`src/rtl/dmacc_pkg.sv`:
```
package dmacc_pkg;

    // Sequencer states
    typedef enum logic [1:0] {
        ST_IDLE  = 2'd0,
        ST_CHECK = 2'd1,
        ST_BUSY  = 2'd2
    } seq_state_e;

    // Register slot numbering inside a channel
    localparam int NUM_SLOTS  = 4;
    localparam int SLOT_SPARE = 0;
    localparam int SLOT_MODE  = 1;
    localparam int SLOT_COUNT = 2;
    localparam int SLOT_ADDR  = 3;

    // Address layout
    localparam int CH_BASE_OFF = 'h100;
    localparam int CH_STRIDE   = 'h20;
    localparam int SUM_OFF     = 'h200;
    localparam int CH_SHIFT    = 5;
    localparam int SLOT_SHIFT  = 3;

    // Mode word bit positions
    localparam int MODE_EN_BIT   = 0;
    localparam int MODE_DIR_BIT  = 1;
    localparam int FLAG_TC_BIT   = 8;
    localparam int FLAG_MERR_BIT = 9;
    localparam int FLAG_AERR_BIT = 10;

    // Hardware update requested of one channel
    typedef struct packed {
        logic clr_flags;
        logic set_merr;
        logic finish;
    } hw_op_t;

endpackage

```
`src/rtl/dmacc_addr_dec.sv`:
```
module dmacc_addr_dec
    import dmacc_pkg::*;
#(
    parameter int NUM_CH = 4,
    parameter int ADDR_W = 12,
    parameter int CH_W   = 2
) (
    input  logic [ADDR_W-1:0] addr,
    output logic              chan_hit,
    output logic [CH_W-1:0]   chan,
    output logic [1:0]        slot,
    output logic              sum_hit
);

    localparam logic [ADDR_W-1:0] BASE   = ADDR_W'(CH_BASE_OFF);
    localparam logic [ADDR_W-1:0] WINDOW = ADDR_W'(NUM_CH * CH_STRIDE);
    localparam logic [ADDR_W-1:0] SUMA   = ADDR_W'(SUM_OFF);
    localparam logic [ADDR_W-1:0] WMASK  = ~ADDR_W'(3);

    logic [ADDR_W-1:0] word;
    logic [ADDR_W-1:0] off;

    always_comb begin
        word     = addr & WMASK;
        off      = word - BASE;
        chan_hit = (word >= BASE) && (off < WINDOW) && !off[2];
        chan     = off[CH_SHIFT +: CH_W];
        slot     = off[SLOT_SHIFT +: 2];
        sum_hit  = (word == SUMA);
    end

endmodule

```
`src/rtl/dmacc_chan_regs.sv`:
```
module dmacc_chan_regs
    import dmacc_pkg::*;
#(
    parameter int DATA_W = 32
) (
    input  logic                              clk,
    input  logic                              rst_n,
    input  logic                              sw_we,
    input  logic [1:0]                        sw_slot,
    input  logic [DATA_W-1:0]                 sw_data,
    input  hw_op_t                            op,
    input  logic [DATA_W-1:0]                 sub_len,
    output logic [NUM_SLOTS-1:0][DATA_W-1:0]  slots
);

    for (genvar k = 0; k < NUM_SLOTS; k++) begin : g_slot
        logic [DATA_W-1:0] q;
        logic [DATA_W-1:0] nxt;

        if (k == SLOT_MODE) begin : g_mode
            always_comb begin
                nxt = q;
                if (op.clr_flags) nxt[FLAG_AERR_BIT:FLAG_TC_BIT] = '0;
                if (op.set_merr)  nxt[FLAG_MERR_BIT] = 1'b1;
                if (op.finish)    nxt[FLAG_TC_BIT]   = 1'b1;
            end
        end else if (k == SLOT_COUNT) begin : g_count
            always_comb begin
                nxt = op.finish ? (q - sub_len) : q;
            end
        end else begin : g_plain
            always_comb begin
                nxt = q;
            end
        end

        // Software write takes precedence over the hardware update
        always_ff @(posedge clk) begin
            if (!rst_n) begin
                q <= '0;
            end else if (sw_we && (sw_slot == 2'(k))) begin
                q <= sw_data;
            end else begin
                q <= nxt;
            end
        end

        assign slots[k] = q;
    end

endmodule

```
`src/rtl/dmacc_seq.sv`:
```
module dmacc_seq
    import dmacc_pkg::*;
#(
    parameter int DATA_W = 32,
    parameter int CH_W   = 2
) (
    input  logic              clk,
    input  logic              rst_n,
    input  logic              req_valid,
    input  logic [CH_W-1:0]   req_chan,
    input  logic              req_dir,
    input  logic [DATA_W-1:0] req_len,
    input  logic              cmd_done,
    input  logic [1:0]        sel_mode,
    input  logic [DATA_W-1:0] sel_count,
    input  logic [DATA_W-1:0] sel_addr,
    output logic              req_ready,
    output logic              cmd_valid,
    output logic [CH_W-1:0]   cmd_chan,
    output logic              cmd_dir,
    output logic [DATA_W-1:0] cmd_addr,
    output logic [DATA_W-1:0] cmd_len,
    output logic [CH_W-1:0]   op_chan,
    output hw_op_t            op,
    output logic              err_pulse
);

    seq_state_e        state_q, state_d;
    logic [CH_W-1:0]   chan_q;
    logic              dir_q;
    logic [DATA_W-1:0] len_q;
    logic [DATA_W-1:0] addr_q;
    logic [DATA_W-1:0] xlen_q;
    logic              reject;
    logic [DATA_W-1:0] clamp_len;

    always_comb begin
        reject    = !sel_mode[MODE_EN_BIT] || (sel_mode[MODE_DIR_BIT] != dir_q);
        clamp_len = (len_q < sel_count) ? len_q : sel_count;
    end

    // Next-state logic
    always_comb begin
        state_d = state_q;
        unique case (state_q)
            ST_IDLE:  if (req_valid) state_d = ST_CHECK;
            ST_CHECK: state_d = reject ? ST_IDLE : ST_BUSY;
            ST_BUSY:  if (cmd_done) state_d = ST_IDLE;
            default:  state_d = ST_IDLE;
        endcase
    end

    // State register
    always_ff @(posedge clk) begin
        if (!rst_n) state_q <= ST_IDLE;
        else        state_q <= state_d;
    end

    // Request and command field capture
    always_ff @(posedge clk) begin
        if (!rst_n) begin
            chan_q <= '0;
            dir_q  <= 1'b0;
            len_q  <= '0;
            addr_q <= '0;
            xlen_q <= '0;
        end else begin
            if ((state_q == ST_IDLE) && req_valid) begin
                chan_q <= req_chan;
                dir_q  <= req_dir;
                len_q  <= req_len;
            end
            if ((state_q == ST_CHECK) && !reject) begin
                addr_q <= sel_addr;
                xlen_q <= clamp_len;
            end
        end
    end

    // Outputs
    always_comb begin
        req_ready    = 1'b0;
        cmd_valid    = 1'b0;
        op           = '0;
        op_chan      = chan_q;
        unique case (state_q)
            ST_IDLE: begin
                req_ready    = 1'b1;
                op_chan      = req_chan;
                op.clr_flags = req_valid;
            end
            ST_CHECK: begin
                op.set_merr = reject;
            end
            ST_BUSY: begin
                cmd_valid = 1'b1;
                op.finish = cmd_done;
            end
            default: ;
        endcase
        err_pulse = op.set_merr;
        cmd_chan  = chan_q;
        cmd_dir   = dir_q;
        cmd_addr  = addr_q;
        cmd_len   = xlen_q;
    end

endmodule

```
`src/rtl/dma_chan_ctrl.sv`:
```
module dma_chan_ctrl
    import dmacc_pkg::*;
#(
    parameter int  NUM_CH = 4,
    parameter int  DATA_W = 32,
    parameter int  ADDR_W = 12,
    localparam int CH_W   = (NUM_CH > 1) ? $clog2(NUM_CH) : 1
) (
    input  logic              clk,
    input  logic              rst_n,
    input  logic              reg_we,
    input  logic [ADDR_W-1:0] reg_addr,
    input  logic [DATA_W-1:0] reg_wdata,
    output logic [DATA_W-1:0] reg_rdata,
    input  logic              req_valid,
    output logic              req_ready,
    input  logic [CH_W-1:0]   req_chan,
    input  logic              req_dir,
    input  logic [DATA_W-1:0] req_len,
    output logic              cmd_valid,
    output logic [CH_W-1:0]   cmd_chan,
    output logic              cmd_dir,
    output logic [DATA_W-1:0] cmd_addr,
    output logic [DATA_W-1:0] cmd_len,
    input  logic              cmd_done
);

    logic                             dec_chan_hit;
    logic [CH_W-1:0]                  dec_chan;
    logic [1:0]                       dec_slot;
    logic                             dec_sum_hit;
    logic [NUM_SLOTS-1:0][DATA_W-1:0] chan_slots [NUM_CH];
    logic [CH_W-1:0]                  op_chan;
    hw_op_t                           op;
    logic                             err_pulse;
    logic [NUM_CH-1:0]                err_sum_q;
    logic [DATA_W-1:0]                sel_mode_w;
    logic [DATA_W-1:0]                sel_count;
    logic [DATA_W-1:0]                sel_addr;

    dmacc_addr_dec #(
        .NUM_CH (NUM_CH),
        .ADDR_W (ADDR_W),
        .CH_W   (CH_W)
    ) u_dec (
        .addr     (reg_addr),
        .chan_hit (dec_chan_hit),
        .chan     (dec_chan),
        .slot     (dec_slot),
        .sum_hit  (dec_sum_hit)
    );

    for (genvar n = 0; n < NUM_CH; n++) begin : g_ch
        logic   ch_we;
        hw_op_t ch_op;
        assign ch_we = reg_we && dec_chan_hit && (dec_chan == CH_W'(n));
        assign ch_op = (op_chan == CH_W'(n)) ? op : '0;

        dmacc_chan_regs #(
            .DATA_W (DATA_W)
        ) u_regs (
            .clk     (clk),
            .rst_n   (rst_n),
            .sw_we   (ch_we),
            .sw_slot (dec_slot),
            .sw_data (reg_wdata),
            .op      (ch_op),
            .sub_len (cmd_len),
            .slots   (chan_slots[n])
        );
    end

    always_comb begin
        sel_mode_w = chan_slots[op_chan][SLOT_MODE];
        sel_count  = chan_slots[op_chan][SLOT_COUNT];
        sel_addr   = chan_slots[op_chan][SLOT_ADDR];
    end

    dmacc_seq #(
        .DATA_W (DATA_W),
        .CH_W   (CH_W)
    ) u_seq (
        .clk       (clk),
        .rst_n     (rst_n),
        .req_valid (req_valid),
        .req_chan  (req_chan),
        .req_dir   (req_dir),
        .req_len   (req_len),
        .cmd_done  (cmd_done),
        .sel_mode  (sel_mode_w[1:0]),
        .sel_count (sel_count),
        .sel_addr  (sel_addr),
        .req_ready (req_ready),
        .cmd_valid (cmd_valid),
        .cmd_chan  (cmd_chan),
        .cmd_dir   (cmd_dir),
        .cmd_addr  (cmd_addr),
        .cmd_len   (cmd_len),
        .op_chan   (op_chan),
        .op        (op),
        .err_pulse (err_pulse)
    );

    // Sticky error summary, cleared only by reset
    always_ff @(posedge clk) begin
        if (!rst_n) begin
            err_sum_q <= '0;
        end else if (err_pulse) begin
            err_sum_q[op_chan] <= 1'b1;
        end
    end

    // Read mux
    always_comb begin
        if (dec_chan_hit) begin
            reg_rdata = chan_slots[dec_chan][dec_slot];
        end else if (dec_sum_hit) begin
            reg_rdata = DATA_W'(err_sum_q);
        end else begin
            reg_rdata = '0;
        end
    end

endmodule

```
`config.mk`:
```
export PLATFORM = sky130hd
export DESIGN_NAME = dma_chan_ctrl
export DESIGN_NICKNAME = d
export VERILOG_FILES = /design/src/rtl/dmacc_pkg.sv /design/src/rtl/dmacc_addr_dec.sv /design/src/rtl/dmacc_chan_regs.sv /design/src/rtl/dmacc_seq.sv /design/src/rtl/dma_chan_ctrl.sv
export SDC_FILE = /design/constraint.sdc
export NUM_CORES = 2
export LEC_CHECK = 0
export ABC_AREA = 0
export BUFFER_PORTS_ARGS = -buffer_cell sky130_fd_sc_hd__buf_4
export CAP_MARGIN = 20
export CORE_UTILIZATION = 30
export DETAILED_ROUTE_END_ITERATION = 8
export REMOVE_ABC_BUFFERS = 1
export SYNTH_ARGS = -nofsm -noshare
export SYNTH_HDL_FRONTEND = slang
export SYNTH_HIERARCHICAL = 1
export SYNTH_SLANG_ARGS = --single-unit
```
`constraint.sdc`:
```
create_clock -name clk -period 5.25 [get_ports clk]
set_clock_uncertainty 0.2 [all_clocks]
set_input_delay 0.525 -clock clk [delete_from_list [all_inputs] [get_ports clk]]
set_output_delay 0.525 -clock clk [all_outputs]
set_load 0.1 [all_outputs]
```
==> results.sh <==
export IMPL_netlist_top_cells_count="nand2_1 (1048), a21oi_1 (660), dfxtp_1 (617)"
export IMPL_fin_crit_sh=0.8812
export IMPL_period_minus_slack_ps=4626
export IMPL_cellPowerDensity_nw_per_um2=251.0
export IMPL_final_max_slew_viol_count=0
export IMPL_cts_buffer_depth=3
export IMPL_gp_congestion=0.9613
export IMPL_grt_max_degree=96
export IMPL_yosys_warnings=6
export IMPL_final_area_um2=42880
export IMPL_dieArea_um2=125500
export IMPL_vdd_drop_max_uv=221.4
export IMPL_grt_overflow=0
export IMPL_fp_dieH_um=354.3
export IMPL_rows=128
export IMPL_crit_top_cell="a21oi_1"
export IMPL_ys_types=73
export IMPL_synth_edf_count=0
export IMPL_n_antenna_cell=0
export IMPL_routedWlPerCell_um=22.30
export IMPL_synthArstFlopShare=0
export IMPL_whs_ps=39.53
export IMPL_drt_iter0_drc=3028
export IMPL_cts_inserted_buffers=76
export IMPL_worstSetupStartpoint="u_seq/state_q[1]"
export IMPL_areaGrowthSynthToFinish_pct=15.18
export IMPL_route_detailed_drc=0
export IMPL_hpwl_um=98090
export IMPL_fin_total_pwr_w=0.01076
export IMPL_antenna_found_initial=7
export IMPL_reg2reg_slack_ps=620
export IMPL_crit_buf_inv=2
export IMPL_seq_area_frac_synth=0.3318
export IMPL_synth_area_um2=37230
export IMPL_cts_tree="built"
export IMPL_dp_slack_ps=679.8
export IMPL_crit_required_ps=5630
export IMPL_maxCapViolCount=0
export IMPL_max_freq_mhz=216.2
export IMPL_cp_start_kind="register"
export IMPL_cts_sinks=617
export IMPL_viasPerCell=5.537
export IMPL_yosysTopAreaCell="dfxtp_1"
export IMPL_fp_coreArea_um2=122400
export IMPL_die_w_um=354.3
export IMPL_clk_pin_slew_worst_paths_ps=60
export IMPL_layout_drive_gt1_share=0.1405
export IMPL_nNetsFinal=4807
export IMPL_crit_family="compound AO/OA/AOI/OAI gates"
export IMPL_cts_root_buf="clkbuf_16"
export IMPL_fin_ws_ps=623.6
export IMPL_final_hold_viol_count=0
export IMPL_grt_pass1_vias=33240
export IMPL_slowest_delay_ps=740
export IMPL_finalSetupTns_ps=0
export IMPL_status="finished clean"
export IMPL_endpoint_kind="register"
export IMPL_arrival_ps=5000
export IMPL_dr_total_vias=34580
export IMPL_ys_ff_latch=617
export IMPL_leakagePower_nw=15.74
export IMPL_path_cells="nor2_1 > mux2_4 > buf_4 > mux4_2 > inv_1 > ha_1 > a21oi_1 > a21boi_0 > a311oi_2 > a31o_2 > a31oi_1 > a21oi_1"
export IMPL_synth_most_common_cell="nand2_1"
export IMPL_dpl_instance_area_um2=40010
export IMPL_r2r_start="u_seq/state_q[1]"
export IMPL_ys_flop_type="dfxtp_1"
export IMPL_worstReg2RegEnd="u_seq/cmd_len[24]"
export IMPL_ios=185
export IMPL_slowest_stage="a31o_2"
export IMPL_clk_latency_ps=670
export IMPL_tightest_slew_ps=1106
export IMPL_finalSetupViolCount=0
export IMPL_ff2ff_path_depth=12
export IMPL_grt_pass1_wl_um=208100
export IMPL_drt_pass1_iter_count=5
export IMPL_initial_core_util=0.3043
export IMPL_rsz0062_at_grt="no"
export IMPL_hold_class="in2reg"
export IMPL_post_cts_setup_buffers=0
export IMPL_syn_avg_cell_area_um2=8.244
export IMPL_endpoint="u_seq/cmd_len[24]"
export IMPL_ant_nets=0
export IMPL_criticalPathCategory="reg2reg"
export IMPL_synth_area_leaders="dfxtp_1 (33%), mux4_2 (12%), nand2_1 (11%), a21oi_1 (8.9%), ha_1 (5.2%)"
export IMPL_synth_top_area_frac=0.3318
export IMPL_htreeDepth=3
export IMPL_cp_max_fo=32
export IMPL_portBuffers=182
export IMPL_relSlewSlack=0.2607
export IMPL_wl_um=139300
export IMPL_syn_inst=4516
export IMPL_fillers=12720
export IMPL_cp_num_cells=12
export IMPL_grt_total_usage=0.2145
## registers in the layout, indices dropped and copies added (netlist names)
signal                  flops
g_ch.u_regs/g_slot.nxt    256
g_ch.u_regs/g_slot.q      256
u_seq/cmd_addr             32
u_seq/cmd_len              32
u_seq/len_q                32
err_sum_q                   4
u_seq/cmd_chan              2
u_seq/state_q               2
u_seq/cmd_dir               1
## tightest hold or removal path: cells and delay by family
family / cells / cell delay, ps
compound gates: 1 / 50
buf+inv: 1 / 200
simple gates: 1 / 80
## cells by family after synthesis
| group | after synthesis | share of synthesized area |
|---|---|---|
| flops | 617 | 0.3318 |
| mux | 308 | 0.1478 |
| buf+inv | 525 | 0.05801 |
| xor+xnor | 89 | 0.02094 |
| compound gates | 1299 | 0.2094 |
| simple gates | 1519 | 0.1778 |
| fa+ha+maj | 159 | 0.05424 |
## cell usage in the layout, fill, tap and decap left out, types with 10 or more instances in the layout
cell type	n
dfxtp_1	617
xor2_1	56
nor2_1	106
nor3_1	39
a21o_1	70
clkbuf_16	76
clkbuf_1	20
nand2_1	1048
nor3b_1	15
buf_12	10
a21oi_1	660
dlygate4sd3_1	40
nor2b_1	33
o21ai_1	49
nand4_1	44
ha_1	155
o211ai_1	32
buf_4	242
clkbuf_8	17
or3_1	20
o22ai_1	56
nand3_1	69
mux4_2	192
mux2i_1	101
inv_1	189
and3_1	44
and2_1	23
nand2b_1	23
o21ai_0	143
a21oi_2	12
a31oi_1	37
clkinv_2	14
xnor2_1	33
o21a_1	25
a21boi_1	67
a211oi_1	45
## stage by stage
stage,utilization,std cells
2_1_floorplan,-,4189
3_3_place_gp,0.3266,6069
3_5_place_dp,0.3270,6071
4_1_cts,0.3505,6245
5_1_grt,0.3505,6245
6_report,0.3505,6245
## power breakdown
part	switching (W)	leakage (nW)	internal (W)
registers	0.0000214	4.97	0.00470
clock network	0.00227	1.22	0.00299
logic	0.000525	9.55	0.000255
## metal layers
metal / track usage / up-vias / wire, um
li1: - / 16100 / -
met1: 0.2851 / 16860 / 58270
met2: 0.3578 / 1388 / 66040
met3: 0.03244 / 221 / 11210
met4: 0.06336 / 10 / 3682
met5: 0 / - / 66
## how the worst min path moves through the flow
stage / to / slack (ps) / startpoint / cells past startpoint
global route: g_ch[0].u_regs/g_slot[0].nxt[15] / 30 / reg_wdata[15] / 3
global placement: g_ch[1].u_regs/g_slot[0].nxt[16] / 240 / g_ch[1].u_regs/g_slot[0].nxt[16] / 2
finish: g_ch[0].u_regs/g_slot[1].q[1] / 40 / reg_wdata[1] / 3
CTS: g_ch[0].u_regs/g_slot[0].nxt[15] / 0.5 / reg_wdata[15] / 3
floorplan: g_ch[0].u_regs/g_slot[1].q[2] / 230 / g_ch[0].u_regs/g_slot[1].q[2] / 2
detailed placement: g_ch[2].u_regs/g_slot[0].nxt[26] / 240 / g_ch[2].u_regs/g_slot[0].nxt[26] / 2
## what timing repair did
action,in CTS,in global routing
hold buffers,40,0
hold endpoints to repair,55,0
resized for setup,0,0
## final cells by class
cell class	instances	area, um^2	share of cell area
timing repair buffer	297	2496	0.05821
inverter	198	753.2	0.01757
clock buffer	112	2197	0.05124
sequential	617	12350	0.2880
clock inverter	22	276.5	0.006448
tap	1625	2033	0.04741
multi-input combinational	3374	22770	0.5311
Power figures use the tool's default switching activity.
